File: src/rtl/i2cs_pkg.sv
package i2cs_pkg;
  localparam int ADDR_W = 7;
  localparam int BYTE_W = ADDR_W + 1;
  localparam int BCNT_W = $clog2(BYTE_W + 1);

  localparam logic [1:0] REG_CTRL = 2'd0;
  localparam logic [1:0] REG_STAT = 2'd1;
  localparam logic [1:0] REG_DATA = 2'd2;

  typedef enum logic [3:0] {
    S_IDLE, S_ADDR, S_AACK, S_HOLD, S_SETUP, S_TX, S_TACK, S_RX, S_RACK
  } tgt_state_t;
endpackage

File: src/rtl/i2cs_linesync.sv
module i2cs_linesync #(
  parameter int STAGES = 2
) (
  input  logic clk,
  input  logic rst_n,
  input  logic scl_i,
  input  logic sda_i,
  output logic sda_s,
  output logic scl_rise,
  output logic scl_fall,
  output logic start_det,
  output logic stop_det
);
  logic [STAGES-1:0] scl_q, sda_q;
  logic scl_p, sda_p, scl_now;

  always_ff @(posedge clk or negedge rst_n) begin
    if (!rst_n) begin
      scl_q <= '1;
      sda_q <= '1;
      scl_p <= 1'b1;
      sda_p <= 1'b1;
    end else begin
      scl_q[0] <= scl_i;
      sda_q[0] <= sda_i;
      for (int i = 1; i < STAGES; i++) begin
        scl_q[i] <= scl_q[i-1];
        sda_q[i] <= sda_q[i-1];
      end
      scl_p <= scl_q[STAGES-1];
      sda_p <= sda_q[STAGES-1];
    end
  end

  assign scl_now   = scl_q[STAGES-1];
  assign sda_s     = sda_q[STAGES-1];
  assign scl_rise  = !scl_p && scl_now;
  assign scl_fall  = scl_p && !scl_now;
  // SDA moving while SCL stayed high across both samples
  assign start_det = scl_p && scl_now && sda_p && !sda_s;
  assign stop_det  = scl_p && scl_now && !sda_p && sda_s;
endmodule

File: src/rtl/i2cs_engine.sv
module i2cs_engine
  import i2cs_pkg::*;
#(
  parameter int SETUP_CYC = 4
) (
  input  logic              clk,
  input  logic              rst_n,
  input  logic [ADDR_W-1:0] own_addr,
  input  logic              sda_s,
  input  logic              scl_rise,
  input  logic              scl_fall,
  input  logic              start_det,
  input  logic              stop_det,
  input  logic              rel_tx,
  input  logic              rel_rx,
  input  logic [BYTE_W-1:0] tx_byte,
  output logic              ev_addr,
  output logic              ev_rw,
  output logic              ev_data,
  output logic              rx_load,
  output logic [BYTE_W-1:0] rx_byte,
  output logic              ack_evt,
  output logic              ack_val,
  output logic              scl_oe,
  output logic              sda_oe
);
  localparam int SCW = $clog2(SETUP_CYC + 1);
  localparam logic [SCW-1:0]    SC_LAST = SCW'(SETUP_CYC - 1);
  localparam logic [BCNT_W-1:0] B_FULL  = BCNT_W'(BYTE_W);
  localparam logic [BCNT_W-1:0] B_LAST  = BCNT_W'(BYTE_W - 1);

  tgt_state_t        st;
  logic [BYTE_W-1:0] sh;
  logic [BCNT_W-1:0] bcnt;
  logic [SCW-1:0]    scnt;
  logic              rw_q, nack_q;

  assign ev_addr = (st == S_AACK) && scl_fall;
  assign ev_rw   = rw_q;
  assign ev_data = ((st == S_RACK) || (st == S_TACK)) && scl_fall;
  assign rx_load = (st == S_RACK) && scl_fall;
  assign rx_byte = sh;
  assign ack_evt = (st == S_TACK) && scl_rise;
  assign ack_val = sda_s;
  assign scl_oe  = (st == S_HOLD) || (st == S_SETUP);
  assign sda_oe  = (st == S_AACK) || (st == S_RACK) ||
                   (((st == S_SETUP) || (st == S_TX)) && !sh[BYTE_W-1]);

  always_ff @(posedge clk or negedge rst_n) begin
    if (!rst_n) begin
      st     <= S_IDLE;
      sh     <= '0;
      bcnt   <= '0;
      scnt   <= '0;
      rw_q   <= 1'b0;
      nack_q <= 1'b0;
    end else if (start_det) begin
      st   <= S_ADDR;
      bcnt <= '0;
    end else if (stop_det) begin
      st <= S_IDLE;
    end else begin
      case (st)
        S_IDLE: ;
        S_ADDR, S_RX: begin
          if (scl_rise && bcnt != B_FULL) begin
            sh   <= {sh[BYTE_W-2:0], sda_s};
            bcnt <= bcnt + BCNT_W'(1);
          end else if (scl_fall && bcnt == B_FULL) begin
            if (st == S_RX) begin
              st <= S_RACK;
            end else if (sh[BYTE_W-1:1] == own_addr) begin
              st   <= S_AACK;
              rw_q <= sh[0];
            end else begin
              st <= S_IDLE;
            end
          end
        end
        S_AACK, S_RACK: if (scl_fall) st <= S_HOLD;
        S_HOLD: begin
          if (rel_tx) begin
            sh   <= tx_byte;
            scnt <= '0;
            st   <= S_SETUP;
          end else if (rel_rx) begin
            bcnt <= '0;
            st   <= S_RX;
          end
        end
        S_SETUP: begin
          if (scnt == SC_LAST) begin
            bcnt <= '0;
            st   <= S_TX;
          end else begin
            scnt <= scnt + SCW'(1);
          end
        end
        S_TX: begin
          if (scl_fall) begin
            sh <= {sh[BYTE_W-2:0], 1'b0};
            if (bcnt == B_LAST) st <= S_TACK;
            else bcnt <= bcnt + BCNT_W'(1);
          end
        end
        S_TACK: begin
          if (scl_rise) nack_q <= sda_s;
          if (scl_fall) st <= nack_q ? S_IDLE : S_HOLD;
        end
        default: st <= S_IDLE;
      endcase
    end
  end
endmodule

File: src/rtl/i2cs_regfile.sv
module i2cs_regfile
  import i2cs_pkg::*;
(
  input  logic              clk,
  input  logic              rst_n,
  input  logic              reg_wr,
  input  logic              reg_rd,
  input  logic [1:0]        reg_addr,
  input  logic [BYTE_W-1:0] reg_wdata,
  output logic [BYTE_W-1:0] reg_rdata,
  input  logic              ev_addr,
  input  logic              ev_rw,
  input  logic              ev_data,
  input  logic              rx_load,
  input  logic [BYTE_W-1:0] rx_byte,
  input  logic              ack_evt,
  input  logic              ack_val,
  output logic              rel_tx,
  output logic              rel_rx,
  output logic              aas_o,
  output logic              irq
);
  logic              tx_sel, aas, srw, rxak;
  logic [BYTE_W-1:0] rx_data;
  logic              ctrl_wr;

  assign ctrl_wr = reg_wr && reg_addr == REG_CTRL;
  assign rel_tx  = reg_wr && reg_addr == REG_DATA && tx_sel;
  assign rel_rx  = reg_rd && reg_addr == REG_DATA && !tx_sel;
  assign aas_o   = aas;

  always_ff @(posedge clk or negedge rst_n) begin
    if (!rst_n) begin
      tx_sel  <= 1'b0;
      aas     <= 1'b0;
      srw     <= 1'b0;
      rxak    <= 1'b0;
      rx_data <= '0;
      irq     <= 1'b0;
    end else begin
      irq <= ev_addr || ev_data;
      if (ctrl_wr) tx_sel <= reg_wdata[0];
      // a fresh address event outranks a clearing control write
      if (ev_addr) aas <= 1'b1;
      else if (ctrl_wr || ev_data) aas <= 1'b0;
      if (ev_addr) srw <= ev_rw;
      if (ack_evt) rxak <= ack_val;
      if (rx_load) rx_data <= rx_byte;
    end
  end

  always_comb begin
    case (reg_addr)
      REG_CTRL: reg_rdata = {{(BYTE_W-1){1'b0}}, tx_sel};
      REG_STAT: reg_rdata = {{(BYTE_W-3){1'b0}}, rxak, srw, aas};
      REG_DATA: reg_rdata = rx_data;
      default:  reg_rdata = '0;
    endcase
  end
endmodule

File: src/rtl/i2cs_top.sv
module i2cs_top
  import i2cs_pkg::*;
#(
  parameter int SYNC_STAGES = 2,
  parameter int SETUP_CYC   = 4
) (
  input  logic        clk,
  input  logic        rst_n,
  input  logic [6:0]  own_addr,
  input  logic        scl_i,
  input  logic        sda_i,
  output logic        scl_oe,
  output logic        sda_oe,
  input  logic        reg_wr,
  input  logic        reg_rd,
  input  logic [1:0]  reg_addr,
  input  logic [7:0]  reg_wdata,
  output logic [7:0]  reg_rdata,
  output logic        irq
);
  logic sda_s, scl_rise, scl_fall, start_det, stop_det;
  logic ev_addr, ev_rw, ev_data, rx_load, ack_evt, ack_val;
  logic rel_tx, rel_rx, aas_q;
  logic [BYTE_W-1:0] rx_byte;

  i2cs_linesync #(.STAGES(SYNC_STAGES)) u_sync (
    .clk(clk), .rst_n(rst_n), .scl_i(scl_i), .sda_i(sda_i),
    .sda_s(sda_s), .scl_rise(scl_rise), .scl_fall(scl_fall),
    .start_det(start_det), .stop_det(stop_det)
  );

  i2cs_engine #(.SETUP_CYC(SETUP_CYC)) u_eng (
    .clk(clk), .rst_n(rst_n), .own_addr(own_addr), .sda_s(sda_s),
    .scl_rise(scl_rise), .scl_fall(scl_fall),
    .start_det(start_det), .stop_det(stop_det),
    .rel_tx(rel_tx), .rel_rx(rel_rx), .tx_byte(reg_wdata),
    .ev_addr(ev_addr), .ev_rw(ev_rw), .ev_data(ev_data),
    .rx_load(rx_load), .rx_byte(rx_byte),
    .ack_evt(ack_evt), .ack_val(ack_val),
    .scl_oe(scl_oe), .sda_oe(sda_oe)
  );

  i2cs_regfile u_regs (
    .clk(clk), .rst_n(rst_n), .reg_wr(reg_wr), .reg_rd(reg_rd),
    .reg_addr(reg_addr), .reg_wdata(reg_wdata), .reg_rdata(reg_rdata),
    .ev_addr(ev_addr), .ev_rw(ev_rw), .ev_data(ev_data),
    .rx_load(rx_load), .rx_byte(rx_byte),
    .ack_evt(ack_evt), .ack_val(ack_val),
    .rel_tx(rel_tx), .rel_rx(rel_rx), .aas_o(aas_q), .irq(irq)
  );
endmodule

File: config.mk
export PLATFORM = sky130hd
export DESIGN_NAME = i2cs_top
export DESIGN_NICKNAME = d
export VERILOG_FILES = /design/src/rtl/i2cs_pkg.sv /design/src/rtl/i2cs_linesync.sv /design/src/rtl/i2cs_engine.sv /design/src/rtl/i2cs_regfile.sv /design/src/rtl/i2cs_top.sv
export SDC_FILE = /design/constraint.sdc
export NUM_CORES = 1
export LEC_CHECK = 0
export ABC_AREA = 1
export BUFFER_PORTS_ARGS = -buffer_cell sky130_fd_sc_hd__buf_2
export CAP_MARGIN = 20
export CORE_MARGIN = 4
export CORE_UTILIZATION = 61
export CTS_CLUSTER_SIZE = 16
export DETAILED_ROUTE_END_ITERATION = 8
export PLACE_DENSITY = 0.84
export SLEW_MARGIN = 20
export SYNTH_ARGS = -nofsm -noshare
export SYNTH_HDL_FRONTEND = slang
export SYNTH_HIERARCHICAL = 1
export SYNTH_SLANG_ARGS = --single-unit
File: constraint.sdc
create_clock -name clk -period 4.35 [get_ports clk]
set_input_delay 0.87 -clock clk [delete_from_list [all_inputs] [get_ports clk]]
set_output_delay 0.87 -clock clk [all_outputs]
set_load 0.05 [all_outputs]
# After elaboration in Yosys (flattened, before gate mapping)
# Index checks and enable logic that the tools add are counted.
[word_totals]
reg_bits = 40
in_bits = 23
output_inout_bits = 11
word_cells = 137
[op_classes]
addsub = 2
n_eq_ne = 35
n_mux = 34
bitwise = 4
reduce_logical = 46
[ops]
columns = ["op", "n"]
rows = [
  ["$mux W4", 20],
  ["$pmux W8 S3", 2],
  ["$pmux W4 S7", 1],
  ["$mux W8", 3],
  ["$eq A4 B3 Y1 const B", 5],
  ["$logic_and A1 B1 Y1", 19],
  ["$ne A4 B3 Y1 const B", 4],
  ["$ne A4 B4 Y1 const B", 4],
  ["$pmux W4 S4", 1],
  ["$ne A3 B3 Y1 const B", 5],
  ["$reduce_and A9 Y1", 1],
  ["$eq A4 B2 Y1 const B", 2],
  ["$eq A4 B4 Y1 const B", 2],
  ["$reduce_and A8 Y1", 1],
  ["$eq A7 B7 Y1", 1],
  ["$logic_or A1 B1 Y1", 7],
  ["$reduce_and A7 Y1", 1],
  ["$logic_not A1 Y1", 6],
  ["$mux W3", 2],
  ["$ne A2 B2 Y1 const B", 3],
  ["$ne A3 B2 Y1 const B", 2],
  ["$pmux W3 S2", 1],
  ["$reduce_and A6 Y1", 1],
  ["$ne A5 B5 Y1 const B", 1],
  ["other kinds (18)", 26],
]

# Depth between registers and ports, before layout
[logic_depth]
ltp_word = 8
mapped_depth = 11
ltp_nobuf = 11

# Modules after synthesis
# The synthesis kept the hierarchy.
[by_module_without_submodules]
columns = ["module", "instances", "cells_each", "area_each_um2", "seq_area_each_um2"]
rows = [
  ["i2cs_engine", 1, 219, 1545.2, 525.5],
  ["i2cs_regfile", 1, 74, 608.1, 325.3],
  ["i2cs_linesync", 1, 17, 198.9, 157.7],
]

# Least setup slack after synthesis
# No wires, ideal clock.
[synth_timing]
kind = "input to output"
start = "input reg_addr[0]"
end = "output reg_rdata[1]"
t_arrival_ns = 1.755
required_time_ns = 3.480
setup_slack_ns = 1.725
cell_stages = 3
n_path_buf = 0
cell_sequence = "inv_2 -> nand2_4 -> o21ai_1"
[synth_via]
elab_chain_cells = 2
elab_cells_between_ends = 4
classes_between = "eq/ne: 2; mux: 1; reduce/logical: 1"
[synth_lines]
columns = ["item", "line", "text"]
rows = [
  ["start, declared", "i2cs_top.sv:16", "input logic [1:0] reg_addr,"],
  ["$eq A2 B2 Y1, or another cell as far along", "i2cs_regfile.sv:53", "case (reg_addr)"],
  ["$pmux W8 S3 *", "i2cs_regfile.sv:53", ""],
  ["end, declared", "i2cs_top.sv:18", "output logic [7:0] reg_rdata,"],
]
# Mark *: on every way between the ends. The rest lies on a longest branch, timed or not.

# Worst setup path after layout
[layout_timing]
start = "register u_eng.st[1]"
end = "output sda_oe"
[layout_via]
elab_chain_cells = 4
elab_cells_between_ends = 8
classes_between = "eq/ne: 4; reduce/logical: 4"
[layout_lines]
columns = ["item", "line", "text"]
rows = [
  ["start, declared", "i2cs_engine.sv:32", "tgt_state_t st;"],
  ["start signal, assigned", "i2cs_engine.sv:108", "if (scl_fall) st <= nack_q ? S_IDLE : S_HOLD;"],
  ["$eq A4 B3 Y1", "i2cs_engine.sv:47", "(((st == S_SETUP) || (st == S_TX)) && !sh[BYTE_W-1]);"],
  ["$logic_or A1 B1 Y1", "i2cs_engine.sv:47", ""],
  ["$logic_and A1 B1 Y1", "i2cs_engine.sv:47", ""],
  ["$logic_or A1 B1 Y1 *", "i2cs_engine.sv:46", "assign sda_oe = (st == S_AACK) || (st == S_RACK) ||"],
  ["end, declared", "i2cs_top.sv:13", "output logic sda_oe,"],
]
# Marks and branches as above.

==> results.py <==
metrics = {
    "run_status": {
        "outcome": "finished, final reports clean",
    },
    "place": {
        "gp_congestion": 0.933,
        "post_dp_cell_area_um2": 2540,
        "place_ws_ns": 1.89,
        "hpwl_um": 3690,
        "port_buffers": 33,
    },
    "yosys": {
        "synth_top_area_share_pct": 36.2,
        "synth_top_area_cell": "dfrtp_1",
        "yosysWarnings": 6,
        "netlist_instances": 310,
        "synth_nets": 337,
        "synth_cell_types": 31,
        "ys_ff_latch": 40,
        "synth.area.top_cells": "dfrtp_1 (36%), nand2_1 (13%), inv_1 (6.9%), dfstp_2 (6.7%), nand3_1 (5.5%)",
        "netlist_area_um2": 2350,
        "synth.avg_cell_area_um2": 7.59,
        "yosysSeqAreaShare_pct": 42.9,
    },
    "sta": {
        "relSlewSlack_pct": 42.2,
        "slew_violations": 0,
        "setup_viol": 0,
        "clock_skew_ns": 0.00567,
        "max_freq_mhz": 389,
        "rsz0062_at_grt": "no",
        "tightest_slew_ns": 0.867,
        "fin_crit_sh_pct": 59.2,
        "setup_ws_ns": 1.78,
        "period_needed_ns": 2.57,
        "hold_viol": 0,
        "fin_setup_tns_ns": 0,
    },
    "worst_setup_path": {
        "critPathRequiredTime_ns": 3.48,
        "crit_path_end_kind": "primary output",
        "worstReg2RegEnd": "u_eng/ev_rw",
        "cp_top_family": "simple AND/OR/NAND/NOR gates",
        "worst-path-max-fanout": 5,
        "critPathSlowestCell": "dfrtp_1",
        "crit_type": "reg2out",
        "rr_startpoint": "u_sync/sda_q[1]",
        "crit_path_start_kind": "flop",
        "critical-path-max-stage-delay_ns": 0.43,
        "reg2reg_setup_slack_ns": 2.23,
        "worst-path-buf-inv": 2,
        "arrival_ns": 1.70,
        "crit_chain": "inv_1 > nor2_1 > nand2_1 > o211ai_1 > buf_2",
        "worst_r2r_path_depth": 9,
    },
    "clock_tree": {
        "cts_sinks": 40,
        "cts_buffers": 5,
        "ctsHoldBuffers": 0,
        "clk_latency_ns": 0.29,
        "cts-root-buf": "clkbuf_8",
        "cts_resized": 0,
        "clk_pin_slew_ns": 0.07,
        "cts_tree": "built",
        "clock_path_buffers": 2,
        "cts_max_level": 2,
        "cts_setup_buffers": 0,
    },
    "floorplan": {
        "fp.dieH_um": 70.1,
        "row_count": 22,
        "io_pins": 34,
        "die_area_um2": 4910,
        "initial_utilization_pct": 63.8,
        "fp.coreArea_um2": 3690,
        "die_w_um": 70.1,
    },
    "detailed_routing": {
        "via_count": 2095,
        "wl_per_cell_um": 12.8,
        "vias_per_cell": 5.32,
        "first_iter_violations": 279,
        "ant_nets": 0,
        "drt-total-wl_um": 5030,
        "drt-pass1-iter-count": 6,
        "drc": 0,
    },
    "global_routing": {
        "grt_remaining_overflow": 0,
        "grt_max_degree": 41,
        "grt_pass1_vias": 2060,
        "grt_pass1_wl_um": 8850,
        "grt_antenna_before_repair": 0,
        "track_usage_pct": 22.4,
    },
    "pwr": {
        "leakage_nw": 1.34,
        "peakVddDrop_mv": 0.314,
        "powerDensity_nw_per_um2": 451,
    },
    "job": {
        "cap_violations": 0,
    },
    "hold_path": {
        "min_path_cells": 0,
        "min-delay-start": "u_sync/scl_q[0]",
        "worstHoldPathType": "reg2reg",
        "hold_end": "u_sync/scl_q[1]",
    },
    "finish": {
        "fill_cells": 318,
        "fin_nets": 372,
        "num_antenna_cells": 0,
        "final_cell_area_um2": 2620,
        "area_growth_pct": 11.4,
        "drive_gt1_share_pct": 22.3,
    },
}
[sequential cells by signal (all words and copies together) (netlist names)]
signal and flops:
u_eng/scnt 3, u_sync/scl_q 2, u_sync/sda_p 1, u_regs/aas_o 1, u_eng/ev_rw 1, u_sync/scl_p 1
u_regs/rx_data 8, u_regs/irq 1, u_regs/srw 1, u_eng/st 4, u_regs/rxak 1, u_sync/sda_q 2
u_regs/tx_sel 1, u_eng/bcnt 4, u_eng/nack_q 1, u_eng/rx_byte 8
[metal layers]
layer | global-route usage, % | share of wire (%)
met1 | 29.4 | 45
met2 | 36.1 | 47
met3 | 5.90 | 5.6
met4 | 6.81 | 2.1
met5 | 0 | 0
[layout make-up]
class | count | area [um2] | share of cell area, %
Clock buffer | 7 | 76.3 | 2.91
Clock inverter | 1 | 5.00 | 0.191
Inverter | 51 | 194 | 7.40
Multi-Input combinational cell | 214 | 1110 | 42.4
Sequential cell | 40 | 1010 | 38.5
Tap cell | 48 | 60.1 | 2.29
Timing Repair Buffer | 33 | 165 | 6.30
[worst max path at each step]
stage / start / to / slack [ns] / cells past startpoint
2_1_floorplan: reg_addr[0] / reg_rdata[1] / 1.73 / 3
3_3_place_gp: reg_addr[0] / reg_rdata[1] / 1.91 / 5
3_5_place_dp: reg_addr[0] / reg_rdata[2] / 1.89 / 5
4_1_cts: u_eng/st[3] / scl_oe / 1.83 / 6
5_1_grt: u_eng/st[1] / sda_oe / 1.69 / 5
6_report: u_eng/st[1] / sda_oe / 1.78 / 5
[cells by family after synthesis]
| kind of cell | synth area share, % |
|---|---|
| simple gates | 33.2 |
| buf+inv | 9.89 |
| flops | 42.9 |
| compound gates | 8.88 |
| xor+xnor | 2.98 |
| fa+ha+maj | 2.13 |
[layout by cell type, fill, tap and decap left out]
master / n
o21ai_0: 18
nand2_4: 2
nand4_1: 9
inv_2: 7
nand3b_1: 1
a21oi_1: 4
buf_2: 33
nor2_8: 1
dfrtp_1: 34
clkbuf_8: 5
nand2_1: 83
clkbuf_1: 2
o21ai_2: 6
nor2_1: 29
xnor2_1: 7
clkinv_2: 1
xor2_1: 1
o21ai_1: 6
inv_4: 1
inv_1: 43
and3_4: 1
o211ai_1: 1
dfstp_2: 6
nand3_2: 4
nor3b_2: 1
nor2_2: 2
nor2_4: 1
nand3_1: 26
nand2_2: 6
ha_1: 4
a31o_1: 1
[synth_stat cells]
library cell / n
buf_6: 2
o21ai_0: 18
dfrtp_1: 34
nor2_4: 1
nand3_2: 4
buf_4: 1
inv_1: 43
and3_4: 1
nor2_2: 2
o21ai_1: 6
xnor2_1: 7
xor2_1: 1
nand4_1: 9
inv_2: 7
dfstp_2: 6
nand3_1: 26
a31o_1: 1
o211ai_1: 1
nor2_1: 29
nor2_8: 1
nand2_2: 6
nand3b_1: 1
a21oi_1: 4
nor3b_2: 1
clkbuf_1: 1
buf_2: 1
o21ai_2: 6
nand2_1: 83
nand2_4: 2
ha_1: 4
inv_4: 1
[stage by stage]
stage	utilization, %	hold WS, ns	power [mW]	std cells
2_1_floorplan	-	0.345	0.845	310
3_3_place_gp	68.8	0.345	0.928	386
3_5_place_dp	68.8	0.347	0.945	386
4_1_cts	71.0	0.361	1.18	394
5_1_grt	71.0	0.365	1.28	394
6_report	71.0	0.357	1.18	394
[power breakdown]
group          internal (mW)  switching (mW)  leakage, nW
registers              0.463          0.0810        0.514
logic                  0.149           0.253        0.783
clock network          0.112           0.122       0.0422
total                  0.724           0.456         1.34
(Power assumes the default switching activity.)
